`src/rtl/ring_tdc_pkg.sv`:
```
// Shared helpers for the ring delay-line converter back-end.
// Assumes the ring has at most 64 cells.
package ring_tdc_pkg;

    // Bit i set when cell i of an n-cell ring is reported inverted (odd cells).
    function automatic logic [63:0] odd_cell_mask(input int unsigned n);
        logic [63:0] m;
        m = '0;
        for (int i = 0; i < 64; i++) begin
            m[i] = (i < int'(n)) && (i % 2 == 1);
        end
        return m;
    endfunction

    // Bits needed to index n cells (at least one).
    function automatic int unsigned cell_index_bits(input int unsigned n);
        return (n <= 1) ? 1 : $clog2(n);
    endfunction

endpackage

```
`src/rtl/ring_tdc_sync.sv`:
```
// Two-flop synchronizer for the ring tap bus.
// Assumes each tap is individually safe to resynchronize; the reset value is
// chosen by the parent so that it reads as a front at phase zero.
module ring_tdc_sync #(
    parameter int unsigned          WIDTH   = 16,
    parameter logic [WIDTH-1:0]     RST_VAL = '0
) (
    input  logic             clk,
    input  logic             rst_n,
    input  logic [WIDTH-1:0] d,
    output logic [WIDTH-1:0] q
);

    logic [WIDTH-1:0] stage1;

    // Shift the raw taps through two flops into the clock domain.
    always_ff @(posedge clk) begin
        if (!rst_n) begin
            stage1 <= RST_VAL;
            q      <= RST_VAL;
        end else begin
            stage1 <= d;
            q      <= stage1;
        end
    end

endmodule

```
`src/rtl/ring_tdc_lap_counter.sv`:
```
// Counts completed laps of the ring from the normalized last cell.
// The last cell changes value exactly once per lap, alternating polarity,
// so every change is one lap. Assumes the front moves fewer than a lap per clock.
// lap_now is the count that belongs to the current synchronized snapshot.
module ring_tdc_lap_counter #(
    parameter int unsigned LAP_W = 12
) (
    input  logic             clk,
    input  logic             rst_n,
    input  logic             last_cell,
    output logic [LAP_W-1:0] lap_now
);

    logic             prev_cell;
    logic [LAP_W-1:0] lap_cnt;
    logic             lap_step;

    // A change of the last cell since the previous clock closes one lap.
    always_comb begin
        lap_step = (last_cell != prev_cell);
        lap_now  = lap_cnt + LAP_W'(lap_step);
    end

    // Remember the last cell and accumulate laps, wrapping freely.
    always_ff @(posedge clk) begin
        if (!rst_n) begin
            prev_cell <= 1'b0;
            lap_cnt   <= '0;
        end else begin
            prev_cell <= last_cell;
            lap_cnt   <= lap_now;
        end
    end


    lap_single_step_chk: assert property (@(posedge clk) disable iff (!rst_n)
        (lap_cnt != $past(lap_cnt)) |-> (lap_cnt == $past(lap_cnt) + LAP_W'(1)));

endmodule

```
`src/rtl/ring_tdc_fine_encoder.sv`:
```
// Converts a normalized ring snapshot into the fine cell position.
// Assumes the snapshot holds at most one edge between neighbouring cells:
// the position is the lowest index whose cell differs from cell 0, or 0
// when all cells agree (front at the start of a lap).
module ring_tdc_fine_encoder #(
    parameter int unsigned NUM_CELLS = 16,
    parameter int unsigned IDX_W     = 4
) (
    input  logic [NUM_CELLS-1:0] norm_cells,
    output logic [IDX_W-1:0]     fine_pos
);

    // Scan downward so that the lowest differing index wins.
    always_comb begin
        fine_pos = '0;
        for (int i = NUM_CELLS - 1; i >= 1; i--) begin
            if (norm_cells[i] != norm_cells[0]) begin
                fine_pos = IDX_W'(i);
            end
        end
    end

endmodule

```
`src/rtl/ring_tdc_code_diff.sv`:
```
// Holds the total position of the previous sample and issues the difference
// to the current total, modulo MODV. The first sample after reset only
// primes the stored total. Assumes totals are already reduced below MODV.
module ring_tdc_code_diff #(
    parameter int unsigned TOT_W = 16,
    parameter logic [TOT_W:0] MODV = (TOT_W+1)'(1) << TOT_W
) (
    input  logic             clk,
    input  logic             rst_n,
    input  logic             strobe,
    input  logic [TOT_W-1:0] total_now,
    output logic [TOT_W-1:0] code,
    output logic             code_valid
);

    logic [TOT_W-1:0] prev_total;
    logic             have_prev;
    logic [TOT_W:0]   delta_ext;

    // Modular difference of the current and stored totals.
    always_comb begin
        if (total_now >= prev_total) begin
            delta_ext = {1'b0, total_now} - {1'b0, prev_total};
        end else begin
            delta_ext = {1'b0, total_now} + MODV - {1'b0, prev_total};
        end
    end

    // On a strobe, store the total and emit the difference when one exists.
    always_ff @(posedge clk) begin
        if (!rst_n) begin
            prev_total <= '0;
            have_prev  <= 1'b0;
            code       <= '0;
            code_valid <= 1'b0;
        end else begin
            code_valid <= strobe && have_prev;
            if (strobe) begin
                prev_total <= total_now;
                have_prev  <= 1'b1;
                code       <= delta_ext[TOT_W-1:0];
            end
        end
    end


    first_sample_silent_chk: assert property (@(posedge clk) disable iff (!rst_n)
        (strobe && !have_prev) |=> !code_valid);


    valid_after_strobe_chk: assert property (@(posedge clk) disable iff (!rst_n)
        code_valid |-> $past(strobe));


    total_held_chk: assert property (@(posedge clk) disable iff (!rst_n)
        !$past(strobe) |-> $stable(prev_total));

endmodule

```
`src/rtl/ring_tdc_backend.sv`:
```
// Digital back-end of a ring delay-line time-domain converter.
// Synchronizes the tap bus, undoes the odd-cell inversion of the ring,
// encodes the fine position, counts laps, and on each strobe outputs the
// distance travelled since the previous strobe. Nothing is cleared between
// conversions, so the fractional remainder carries into the next result.
// Assumes NUM_CELLS is even, 8..64, and the front moves less than a lap per clock.
module ring_tdc_backend
    import ring_tdc_pkg::*;
#(
    parameter int unsigned NUM_CELLS = 16,
    parameter int unsigned LAP_W     = 12,
    localparam int unsigned IDX_W    = cell_index_bits(NUM_CELLS),
    localparam int unsigned TOT_W    = LAP_W + IDX_W
) (
    input  logic                 clk,
    input  logic                 rst_n,
    input  logic [NUM_CELLS-1:0] ring_taps,
    input  logic                 sample_strobe,
    output logic [TOT_W-1:0]     conv_code,
    output logic                 conv_valid
);

    localparam logic [63:0]          MASK64   = odd_cell_mask(NUM_CELLS);
    localparam logic [NUM_CELLS-1:0] INV_MASK = MASK64[NUM_CELLS-1:0];
    localparam logic [TOT_W:0]       MODV     = (TOT_W+1)'(NUM_CELLS) << LAP_W;

    logic [NUM_CELLS-1:0] sync_taps;
    logic [NUM_CELLS-1:0] norm_cells;
    logic [IDX_W-1:0]     fine_pos;
    logic [LAP_W-1:0]     lap_now;
    logic [TOT_W-1:0]     total_now;
    logic [NUM_CELLS-2:0] cell_edges;

    // Bring the taps into the clock domain; reset reads as phase zero.
    ring_tdc_sync #(
        .WIDTH   (NUM_CELLS),
        .RST_VAL (INV_MASK)
    ) u_sync (
        .clk   (clk),
        .rst_n (rst_n),
        .d     (ring_taps),
        .q     (sync_taps)
    );

    // Undo the inversion of the odd cells and combine laps and fine position.
    always_comb begin
        norm_cells = sync_taps ^ INV_MASK;
        cell_edges = norm_cells[NUM_CELLS-1:1] ^ norm_cells[NUM_CELLS-2:0];
        total_now  = TOT_W'(lap_now) * TOT_W'(NUM_CELLS) + TOT_W'(fine_pos);
    end

    ring_tdc_fine_encoder #(
        .NUM_CELLS (NUM_CELLS),
        .IDX_W     (IDX_W)
    ) u_fine (
        .norm_cells (norm_cells),
        .fine_pos   (fine_pos)
    );

    ring_tdc_lap_counter #(
        .LAP_W (LAP_W)
    ) u_laps (
        .clk       (clk),
        .rst_n     (rst_n),
        .last_cell (norm_cells[NUM_CELLS-1]),
        .lap_now   (lap_now)
    );

    ring_tdc_code_diff #(
        .TOT_W (TOT_W),
        .MODV  (MODV)
    ) u_diff (
        .clk        (clk),
        .rst_n      (rst_n),
        .strobe     (sample_strobe),
        .total_now  (total_now),
        .code       (conv_code),
        .code_valid (conv_valid)
    );


    single_edge_chk: assert property (@(posedge clk) disable iff (!rst_n)
        $countones(cell_edges) <= 1);


    reset_quiet_chk: assert property (@(posedge clk)
        !rst_n |=> (!conv_valid && conv_code == '0));

endmodule

```
`config.mk`:
```
export PLATFORM = sky130hd
export DESIGN_NAME = ring_tdc_backend
export DESIGN_NICKNAME = d
export VERILOG_FILES = /design/src/rtl/ring_tdc_pkg.sv /design/src/rtl/ring_tdc_sync.sv /design/src/rtl/ring_tdc_lap_counter.sv /design/src/rtl/ring_tdc_fine_encoder.sv /design/src/rtl/ring_tdc_code_diff.sv /design/src/rtl/ring_tdc_backend.sv
export SDC_FILE = /design/constraint.sdc
export NUM_CORES = 1
export LEC_CHECK = 0
export CORE_MARGIN = 1.5
export CORE_UTILIZATION = 50
export CTS_CLUSTER_DIAMETER = 120
export DETAILED_ROUTE_END_ITERATION = 16
export GPL_TIMING_DRIVEN = 0
export PLACE_DENSITY = 0.71
export SLEW_MARGIN = 20
export SYNTH_ARGS = -nofsm -noshare
export SYNTH_HDL_FRONTEND = slang
export SYNTH_SLANG_ARGS = --single-unit
```
`constraint.sdc`:
```
create_clock -name clk -period 6.8 [get_ports clk]
set_input_delay 1.36 -clock clk [delete_from_list [all_inputs] [get_ports clk]]
set_output_delay 1.36 -clock clk [all_outputs]
set_load 0.02 [all_outputs]
```
==> summary.txt, run 1 <==
Place
  • GPL Wtd Cong: 0.935
  • Dpl hpwl: 6.11 mm
  • Pre-CTS setup slack: roughly 3100 ps
  • DP Cell Count: between 500 and 600
  • Number of port buffers: 35
  • Cell Area, Placed: 0.00428 mm^2

Synthesis
  • Predominant post-synthesis flop cell: dfxtp_1
  • Post-synthesis register bit count: 79
  • Post-synthesis sequential area ratio: 41.5%
  • EDFF count, synth: 0
  • Syn Nets: 459
  • Synthesized instance count: 422
  • Yosys warning count: 0
  • Mapped cell area: 0.00381 mm^2
  • Async S/R FF share, synth: 0%
  • Syn Area/Cell: about 9.0 um^2
  • Synth cell types: between 50 and 60

Setup path
  • Reg-to-reg slack, setup: 3030 ps
  • R2R cell count: 14
  • R2r endpoint: u_diff.code[12]$_SDFFE_PN0P_
  • WS Path Type: register to register
  • CP arrival: 4000 ps
  • Startpoint Class: register
  • Worst reg2reg path startpoint: u_sync.q[15]$_SDFF_PN1_
  • Crit path required time: 7030 ps
  • Crit. End Element: register
  • Critical path fanouts, max: 6

STA
  • RSZ-0062 raised after global routing: false
  • Fin crit period: 3770 ps
  • Final Hold Vio Count: 0
  • Slew HR: 61.4%
  • Hold Worst Slack: approximately 410 ps
  • Layout Skew: 10.2 ps
  • Setup violations, final: 0
  • Final period util: around 55%
  • Maximum clock rate: between 200 and 300 MHz
  • Final setup margin: 3030 ps
  • Slew Viols, Final: 0
  • Worst-Margin Slew: slightly below 600 ps
  • Setup TNS: 0 ps

Pwr
  • Pint: 847 uW
  • P_sw: 308 uW
  • Combinational power share: 19.9%
  • Sw frac: 26.6%
  • Clock power frac: a little over a third
  • Reg power frac: 44.3%
  • PwrDens: approximately 260 mW/mm^2
  • Peak VDD IR: 0.000153 V
  • Leakage: between 0.0015 and 0.002 uW

Die
  • Die X: 90.3 um
  • Core area: roughly 0.0073 mm^2
  • Initial Util: 52.0%
  • Row count: 31
  • I/O pin total: 36
  • DIE AREA: about 0.0082 mm^2
  • Die H: approximately 90 um

Clock network
  • Total clock sinks: 79
  • Post-CTS Resized: 0
  • Postcts setup bufs: 0
  • CTS tree: built
  • Root buffer cell: clkbuf_8
  • Hold buffers post-CTS: 0
  • Clock-pin slew on the worst setup and hold paths: ~70 ps
  • CTS buffer count: 9
  • Max clock buf depth: 2
  • H-tree lvl count: 3
  • Worst-Skew Late Latency: 350 ps

Routing
  • Via-to-Cell Ratio: 5.39
  • Met2 WL: 3.69 mm
  • Top routing layer used: met4
  • Metal-1 WL: 3.95 mm
  • Via count: 3085
  • DRT Pass-1 Iters: 7
  • Drt wl/cell: 14.3 um
  • Initial DRC count: 152
  • Total Routed Length: 8.20 mm
  • Met3 wire len: 442 um
  • DR DRC count: 0
  • DRT antenna net count: 0

Global route
  • Initial antenna violation count: 0
  • Vias in the first global route: 2936
  • Overflow after GRT: 0
  • First-pass GRT wire length: between 10 and 15 mm
  • Largest net degree at the start of global routing: 14
  • Tot GR Track Use: 21.2%

Min path
  • Hold Path Depth: 1
  • Hold Crit Start: u_sync.stage1[9]$_SDFF_PN1_
  • Hold Path End: u_sync.q[9]$_SDFF_PN1_
  • Worst hold path type: register to register

Cells and area
  • Layout cell share with drive strength beyond 1: 4.86%
  • Leading cell type in the layout, fill and taps excluded: dfxtp_1
  • Fin area: 0.00452 mm^2
  • Diode count: 0
  • Final Net Count: 505
  • Most frequent cells in the layout: 79 x dfxtp_1, 35 x clkdlybuf4s50_1, 32 x nand2_1
  • Non-Filler Instances: 572
  • P&R area growth vs syn: 18.7%

Flow run
  • Number of max-cap violations: 0

Status
  • Outcome: completed
## worst max path at each step
stage | start | slack, ps | end | cells past startpoint
global placement | u_sync.q[15]$_SDFF_PN1_ | 3130 | u_diff.code[12]$_SDFFE_PN0P_ | 14
finish | u_sync.q[15]$_SDFF_PN1_ | 3030 | u_diff.code[12]$_SDFFE_PN0P_ | 14
floorplan | u_sync.q[15]$_SDFF_PN1_ | 3470 | u_diff.code[12]$_SDFFE_PN0P_ | 14
CTS | u_sync.q[15]$_SDFF_PN1_ | 3050 | u_diff.code[12]$_SDFFE_PN0P_ | 14
detailed placement | u_sync.q[15]$_SDFF_PN1_ | 3070 | u_diff.code[12]$_SDFFE_PN0P_ | 14
global route | u_sync.q[0]$_SDFF_PN0_ | 2820 | u_diff.code[12]$_SDFFE_PN0P_ | 15
## final cells by class
cell class	count	area [um^2]
Fill cell	632	2810
Sequential cell	79	1580
Buffer	16	60.1
Multi-Input combinational cell	296	2050
Clock buffer	11	131
Inverter	31	116
Timing Repair Buffer	35	350
Clock inverter	5	106
Tap cell	99	124
## sequential cells by signal, indices dropped and copies added (netlist names)
| register | count |
|---|---|
| u_diff.code | 16 |
| u_sync.stage1 | 16 |
| u_sync.q | 16 |
| u_diff.have_prev | 1 |
| u_diff.prev_total | 16 |
| u_laps.lap_cnt | 12 |
| u_laps.prev_cell | 1 |
| u_diff.code_valid | 1 |
## cell families (layout without fill, tap and decap cells)
logic type      count (synthesis)  in the layout  synth area share, %
simple gates                  166            166                 24.7
compound gates                 88             88                 17.3
flops                          79             79                 41.5
buf+inv                        47             98                 4.63
fa+ha+maj                      18             18                 6.11
xor+xnor                       17             17                 3.91
mux                             7              7                 1.87
## cells in the mapped netlist (12+ instances only)
library cell | instances | area (um^2)
o211a_1 | 12 | 120
xnor2_1 | 12 | 105
o21ai_0 | 14 | 70.1
nor2b_1 | 22 | 138
nand2_1 | 32 | 120
inv_1 | 31 | 116
a21oi_1 | 15 | 75.1
nand2b_1 | 22 | 138
clkbuf_1 | 14 | 52.6
and2_1 | 25 | 156
ha_1 | 17 | 213
nor2_1 | 19 | 71.3
dfxtp_1 | 79 | 1580
## routing by layer
layer | vias up | GRT usage [%]
met2 | 87 | 34.5
met1 | 1429 | 28.2
met4 | 0 | 6.35
met3 | 12 | 4.46
met5 | - | 0
li1 | 1557 | -
## metrics by stage
step	total power, uW	util, %
2_1_floorplan	672	-
3_3_place_gp	746	58.4
3_5_place_dp	750	58.4
4_1_cts	1160	61.7
5_1_grt	1210	61.7
6_report	1150	61.7
## power groups by stage
stage / registers (uW) / clock network (uW) / logic [uW]
final: 512 / 412 / 230
after global routing: 515 / 439 / 252
after CTS: 512 / 418 / 230
after detailed placement: 522 / 0 / 227
after global placement: 521 / 0 / 224
after floorplan: 536 / 0 / 136
## worst max-delay path: stages (launching register included)
cell      delay, ps
dfxtp_1         390
a21o_1          200
a2111o_1        400
a31oi_1         220
a21boi_0        120
o22ai_1         210
ha_1            210
inv_1            60
fa_1            430
a211oi_2        230
o21bai_1        150
a22o_1          250
o41ai_4         370
nor4b_1          90
a311o_1         330
No activity file was read; power rests on OpenSTA's default activity.
==> inputs of run 2 (changes only) <==
==> constraint.sdc (replaced) <==
create_clock -name clk -period 3.8 [get_ports clk]
set_input_delay 0.76 -clock clk [delete_from_list [all_inputs] [get_ports clk]]
set_output_delay 0.76 -clock clk [all_outputs]
set_load 0.02 [all_outputs]
==> run 2 against run 1 <==
Clock skew about the same. Core utilization up 0.49 points. Hold slack worse by 0.56 ps. Routed wire length up 1.7%. Die area unchanged. Count of clock-buffer cells in the layout unchanged. Largest power group unchanged. Highest routed layer unchanged.
==> summary.txt, run 2 (synthesis gave the netlist of run 1 again) <==
Cells and area
  • Diode count: 0 (unchanged)
  • Final core occ: 62.2% (was 61.7%)
  • Most frequent cells in the layout: 77 x dfxtp_1, 35 x clkdlybuf4s50_1, 32 x nand2_1 (was 79 x dfxtp_1, 35 x clkdlybuf4s50_1, 32 x nand2_1)
  • Final Net Count: 507 (was 505)
  • Leading cell type in the layout, fill and taps excluded: dfxtp_1 (unchanged)
  • P&R area growth vs syn: 19.6% (was 18.7%)
  • Non-Filler Instances: 574 (was 572)
  • Layout cell share with drive strength beyond 1: 6.74% (was 4.86%)
  • Filler Cells Inserted: 633 (was 632)

STA
  • Slew Viols, Final: 0 (unchanged)
  • Final period util: 95.6% (was 55.5%)
  • Setup violations, final: 0 (unchanged)
  • Layout Skew: 10.5 ps (was 10.2 ps)
  • Hold Worst Slack: 408 ps (was 409 ps)
  • Final Hold Vio Count: 0 (unchanged)
  • Worst-Margin Slew: 598 ps (was 579 ps)
  • Maximum clock rate: 275 MHz (was 265 MHz)
  • Final setup margin: 166 ps (was 3030 ps)
  • Fin crit period: 3630 ps (was 3770 ps)
  • Slew HR: 60.1% (was 61.4%)

Global route
  • Tot GR Track Use: 21.2% (unchanged)
  • Vias in the first global route: 2936 (unchanged)
  • First-pass GRT wire length: 13.8 mm (unchanged)
  • Largest net degree at the start of global routing: 14 (unchanged)
  • Overflow after GRT: 0 (unchanged)
  • Initial antenna violation count: 0 (unchanged)

Flow run
  • Number of max-cap violations: 0 (unchanged)

Die
  • Die X: 90.3 um (unchanged)
  • Die H: 90.3 um (unchanged)
  • I/O pin total: 36 (unchanged)
  • DIE AREA: 0.00815 mm^2 (unchanged)
  • Initial Util: 52.0% (unchanged)
  • Core area: 0.00733 mm^2 (unchanged)
  • Row count: 31 (unchanged)

Routing
  • DRT Pass-1 Iters: 4 (was 7)
  • Initial DRC count: 178 (was 152)
  • Drt wl/cell: 14.5 um (was 14.3 um)
  • DR DRC count: 0 (unchanged)
  • Via-to-Cell Ratio: 5.39 (about the same)
  • Via count: 3095 (was 3085)
  • Total Routed Length: 8.34 mm (was 8.20 mm)
  • DRT antenna net count: 0 (unchanged)

Setup path
  • WS Path Type: register to register (unchanged)
  • CP arrival: 3860 ps (was 4000 ps)
  • Crit path required time: 4020 ps (was 7030 ps)
  • Crit. End Element: register (unchanged)
  • Critical path fanouts, max: 6 (unchanged)
  • Startpoint Class: register (unchanged)

Clock network
  • Root buffer cell: clkbuf_8 (unchanged)
  • Total clock sinks: 79 (unchanged)
  • CTS tree: built (unchanged)
  • Worst-Skew Late Latency: 350 ps (about the same)
  • CTS buffer count: 9 (unchanged)
  • H-tree lvl count: 3 (unchanged)
  • Max clock buf depth: 2 (unchanged)
  • Clock-pin slew on the worst setup and hold paths: 70 ps (about the same)

Place
  • Number of port buffers: 35 (unchanged)
  • Dpl hpwl: 6.11 mm (unchanged)
  • DP Cell Count: 556 (unchanged)
  • Pre-CTS setup slack: 72.1 ps (was 3070 ps)
  • GPL Wtd Cong: 0.935 (unchanged)

Status
  • Outcome: completed (unchanged)

Pwr
  • Peak VDD IR: 0.000273 V (was 0.000153 V)
  • Leakage: 0.00191 uW (was 0.00190 uW)
  • Overall power: 2080 uW (was 1150 uW)
  • PwrDens: 457 mW/mm^2 (was 255 mW/mm^2)

Min path
  • Worst hold path type: register to register (unchanged)
[run 2: final timing paths]
path	from	to	slack, ps	cells after the start
worst min register to register	u_sync.stage1[9]$_SDFF_PN1_	u_sync.q[9]$_SDFF_PN1_	410	1
worst min-delay path	u_sync.stage1[9]$_SDFF_PN1_	u_sync.q[9]$_SDFF_PN1_	410	1
worst max register to register	u_sync.q[15]$_SDFF_PN1_	u_diff.code[12]$_SDFFE_PN0P_	170	14
worst max-delay path	u_sync.q[15]$_SDFF_PN1_	u_diff.code[12]$_SDFFE_PN0P_	170	14
[run 2: routing by layer]
metal  vias to the layer above  global-route usage (%)  wire (um)
li1                       1557                       -          -
met2                        65                    34.5       3810
met3                         6                    4.46        400
met5                         -                       0          0
met4                         0                    6.35         75
met1                      1467                    28.2       4050
[run 2: worst max-delay path, stage by stage (launching register included)]
cell and delay (ps):
dfxtp_2 370, a21o_1 180, a2111o_1 410, a31oi_2 160, a21oi_1 100, o22ai_2 170, ha_2 200, inv_1 50
fa_2 380, a211oi_2 270, o21bai_1 130, a22o_1 260, o41ai_4 410, nor4b_1 90, a311o_1 330
[run 2: through the flow]
step | TNS, ps | cell area, um^2
CTS | 0 | 4520
detailed placement | 0 | 4280
floorplan | 0 | 3810
finish | 0 | 4560
global placement | 0 | 4280
global route | -17.2 | 4560
[run 2: area by class of cell]
type / count / area [um^2] / share of cell area (%)
sequential: 79 / 1580 / 34.8
buffer: 16 / 61.3 / 1.35
inverter: 31 / 116 / 2.55
clock buffer: 11 / 131 / 2.88
timing repair buffer: 37 / 365 / 8.02
clock inverter: 5 / 106 / 2.33
multi-input combinational: 296 / 2070 / 45.4
tap: 99 / 124 / 2.72
[run 2: what timing repair did]
item                                    in CTS  in global routing
resized for setup                            0                 11
buffers inserted                             0                  2
hold buffers                                 0                  0
endpoints found under the setup margin       0                  3
[run 2: power by group]
group	internal, uW	switching [uW]	leakage, uW
clock network	438	298	0.000114
registers	883	33.2	0.000650
logic	205	223	0.00115
total	1530	554	0.00191
==> inputs of run 3 (changes only) <==
--- a/config.mk
+++ b/config.mk
@@ -7,6 +7,7 @@
 export LEC_CHECK = 0
 export CORE_MARGIN = 1.5
 export CORE_UTILIZATION = 50
+export CTS_BUF_LIST = sky130_fd_sc_hd__clkbuf_2 sky130_fd_sc_hd__clkbuf_4 sky130_fd_sc_hd__clkbuf_8
 export CTS_CLUSTER_DIAMETER = 120
 export DETAILED_ROUTE_END_ITERATION = 16
 export GPL_TIMING_DRIVEN = 0
==> run 3 against run 2 <==
Global-route usage up 0.20 points. Via count increased by 1.3%. Clock power up 2%. Maximum frequency is 0.23% lower. Register-to-register slack about the same. Routed wire length grew 1.7%. Setup slack lost 8.4 ps. Critical path depth unchanged. Core utilization increased by 0.10 points. Total power grew 0.87%. Flip-flop and latch count did not move. Sequential power hardly changed.
==> summary.txt, run 3 (synthesis gave the netlist of run 1 again) <==
Status
  • Outcome: completed (unchanged)

Clock network
  • Worst-Skew Late Latency: 340 ps (was 350 ps)
  • H-tree lvl count: 3 (unchanged)
  • Root buffer cell: clkbuf_8 (unchanged)
  • Hold buffers post-CTS: 0 (unchanged)
  • Max clock buf depth: 2 (unchanged)
  • CTS buffer count: 9 (unchanged)
  • CTS tree: built (unchanged)
  • Total clock sinks: 79 (unchanged)
  • Clock-pin slew on the worst setup and hold paths: 80 ps (was 70 ps)

Setup path
  • Startpoint Class: register (unchanged)
  • Crit-path cells: a21o_1 -> a2111o_1 -> a31oi_2 -> a21oi_1 -> o22ai_2 -> ha_2 -> inv_1 -> fa_2 -> a211oi_2 -> o21bai_1 -> a22o_1 -> o41ai_4 -> nor4b_1 -> a311o_1 (unchanged)
  • Critical path fanouts, max: 6 (unchanged)
  • Max incr delay on CP: 410 ps (about the same)
  • Crit path required time: 4020 ps (about the same)
  • Critical-path top delay cell: a2111o_1 (unchanged)
  • Buf/Inv on CP: 1 (unchanged)
  • Crit. End Element: register (unchanged)
  • Crit path max-delay family: compound AO/OA/AOI/OAI gates (unchanged)
  • WS Path Type: register to register (unchanged)
  • CP arrival: 3860 ps (about the same)

Place
  • Pre-CTS setup slack: 72.1 ps (unchanged)
  • Cell Area, Placed: 0.00428 mm^2 (unchanged)
  • GPL Wtd Cong: 0.935 (unchanged)
  • Number of port buffers: 35 (unchanged)
  • DP Cell Count: 556 (unchanged)
  • Dpl hpwl: 6.11 mm (unchanged)

Routing
  • DRT antenna net count: 0 (unchanged)
  • Via-to-Cell Ratio: 5.46 (was 5.39)
  • Total Routed Length: 8.48 mm (was 8.34 mm)
  • DRT Pass-1 Iters: 5 (was 4)
  • Drt wl/cell: 14.8 um (was 14.5 um)
  • Initial DRC count: 184 (was 178)
  • DR DRC count: 0 (unchanged)
  • Via count: 3134 (was 3095)

Global route
  • Overflow after GRT: 0 (unchanged)
  • Routing usage on met1: 28.7% (was 28.2%)
  • Gr busiest metal: met2 (unchanged)
  • Vias in the first global route: 2930 (was 2936)
  • Largest net degree at the start of global routing: 14 (unchanged)
  • Met3 Use GR: 4.29% (was 4.46%)
  • Tot GR Track Use: 21.4% (was 21.2%)
  • Initial antenna violation count: 0 (unchanged)
  • M2 GR Usage: 35.0% (was 34.5%)
  • First-pass GRT wire length: 14.0 mm (was 13.8 mm)

STA
  • Slew Viols, Final: 0 (unchanged)
  • Layout Skew: 11.6 ps (was 10.5 ps)
  • Setup TNS: 0 ps (unchanged)
  • Fin crit period: 3640 ps (was 3630 ps)
  • Slew HR: 61.2% (was 60.1%)
  • Maximum clock rate: 275 MHz (about the same)
  • Final Hold Vio Count: 0 (unchanged)
  • Final setup margin: 158 ps (was 166 ps)
  • Setup violations, final: 0 (unchanged)
  • Final period util: 95.9% (was 95.6%)
  • Worst-Margin Slew: 581 ps (was 598 ps)

Die
  • Die X: 90.3 um (unchanged)
  • Core area: 0.00733 mm^2 (unchanged)
  • Row count: 31 (unchanged)
  • Initial Util: 52.0% (unchanged)
  • I/O pin total: 36 (unchanged)
  • DIE AREA: 0.00815 mm^2 (unchanged)
  • Die H: 90.3 um (unchanged)

Cells and area
  • Filler Cells Inserted: 631 (was 633)
  • Most frequent cells in the layout: 77 x dfxtp_1, 35 x clkdlybuf4s50_1, 32 x nand2_1 (unchanged)
  • Non-Filler Instances: 574 (unchanged)
  • Fin area: 0.00457 mm^2 (was 0.00456 mm^2)
  • P&R area growth vs syn: 19.8% (was 19.6%)
  • Layout cell share with drive strength beyond 1: 7.16% (was 6.74%)
  • Diode count: 0 (unchanged)
  • Leading cell type in the layout, fill and taps excluded: dfxtp_1 (unchanged)
  • Final Net Count: 507 (unchanged)

Flow run
  • Number of max-cap violations: 0 (unchanged)

Pwr
  • Leakage: 0.00192 uW (was 0.00191 uW)
  • Overall power: 2100 uW (was 2080 uW)
  • Peak VDD IR: 0.000274 V (was 0.000273 V)
  • PwrDens: 460 mW/mm^2 (was 457 mW/mm^2)

Min path
  • Worst hold path type: register to register (unchanged)
==> run 3: cell type report <==
class	count	area, um^2	share of cell area [%]
buffer	16	61.3	1.34
tap	99	124	2.71
inverter	31	116	2.55
sequential	79	1580	34.7
timing repair buffer	37	365	8.00
clock buffer	11	139	3.04
clock inverter	5	106	2.33
multi-input combinational	296	2070	45.3
==> run 3: through the flow <==
| stage | util [%] | hold WS [ps] |
|---|---|---|
| finish | 62.3 | 409 |
| global route | 62.3 | 421 |
| CTS | 61.8 | 407 |
| detailed placement | 58.4 | 393 |
| global placement | 58.4 | 390 |
| floorplan | - | 386 |
==> run 3: metal layers <==
metal / share of wire (%) / wire length (um)
met5: 0 / 0
met4: 1.2 / 98
met3: 5.4 / 461
met2: 46 / 3900
met1: 47 / 4020
==> run 3: final timing paths <==
path,from,end,slack (ps),depth (start not counted)
hold reg to reg,u_sync.stage1[9]$_SDFF_PN1_,u_sync.q[9]$_SDFF_PN1_,410,1
setup reg to reg,u_sync.q[15]$_SDFF_PN1_,u_diff.code[12]$_SDFFE_PN0P_,160,14
setup / recovery,u_sync.q[15]$_SDFF_PN1_,u_diff.code[12]$_SDFFE_PN0P_,160,14
hold / removal,u_sync.stage1[9]$_SDFF_PN1_,u_sync.q[9]$_SDFF_PN1_,410,1
==> run 3: where the power goes <==
group / switching (uW) / total (uW) / internal (uW)
logic: 224 / 429 / 205
registers: 33.7 / 917 / 883
clock network: 300 / 753 / 453
==> run 3: what timing repair did <==
action | CTS | global route
resized for setup | 0 | 11
endpoints found under the setup margin | 0 | 3
buffers inserted | 0 | 2
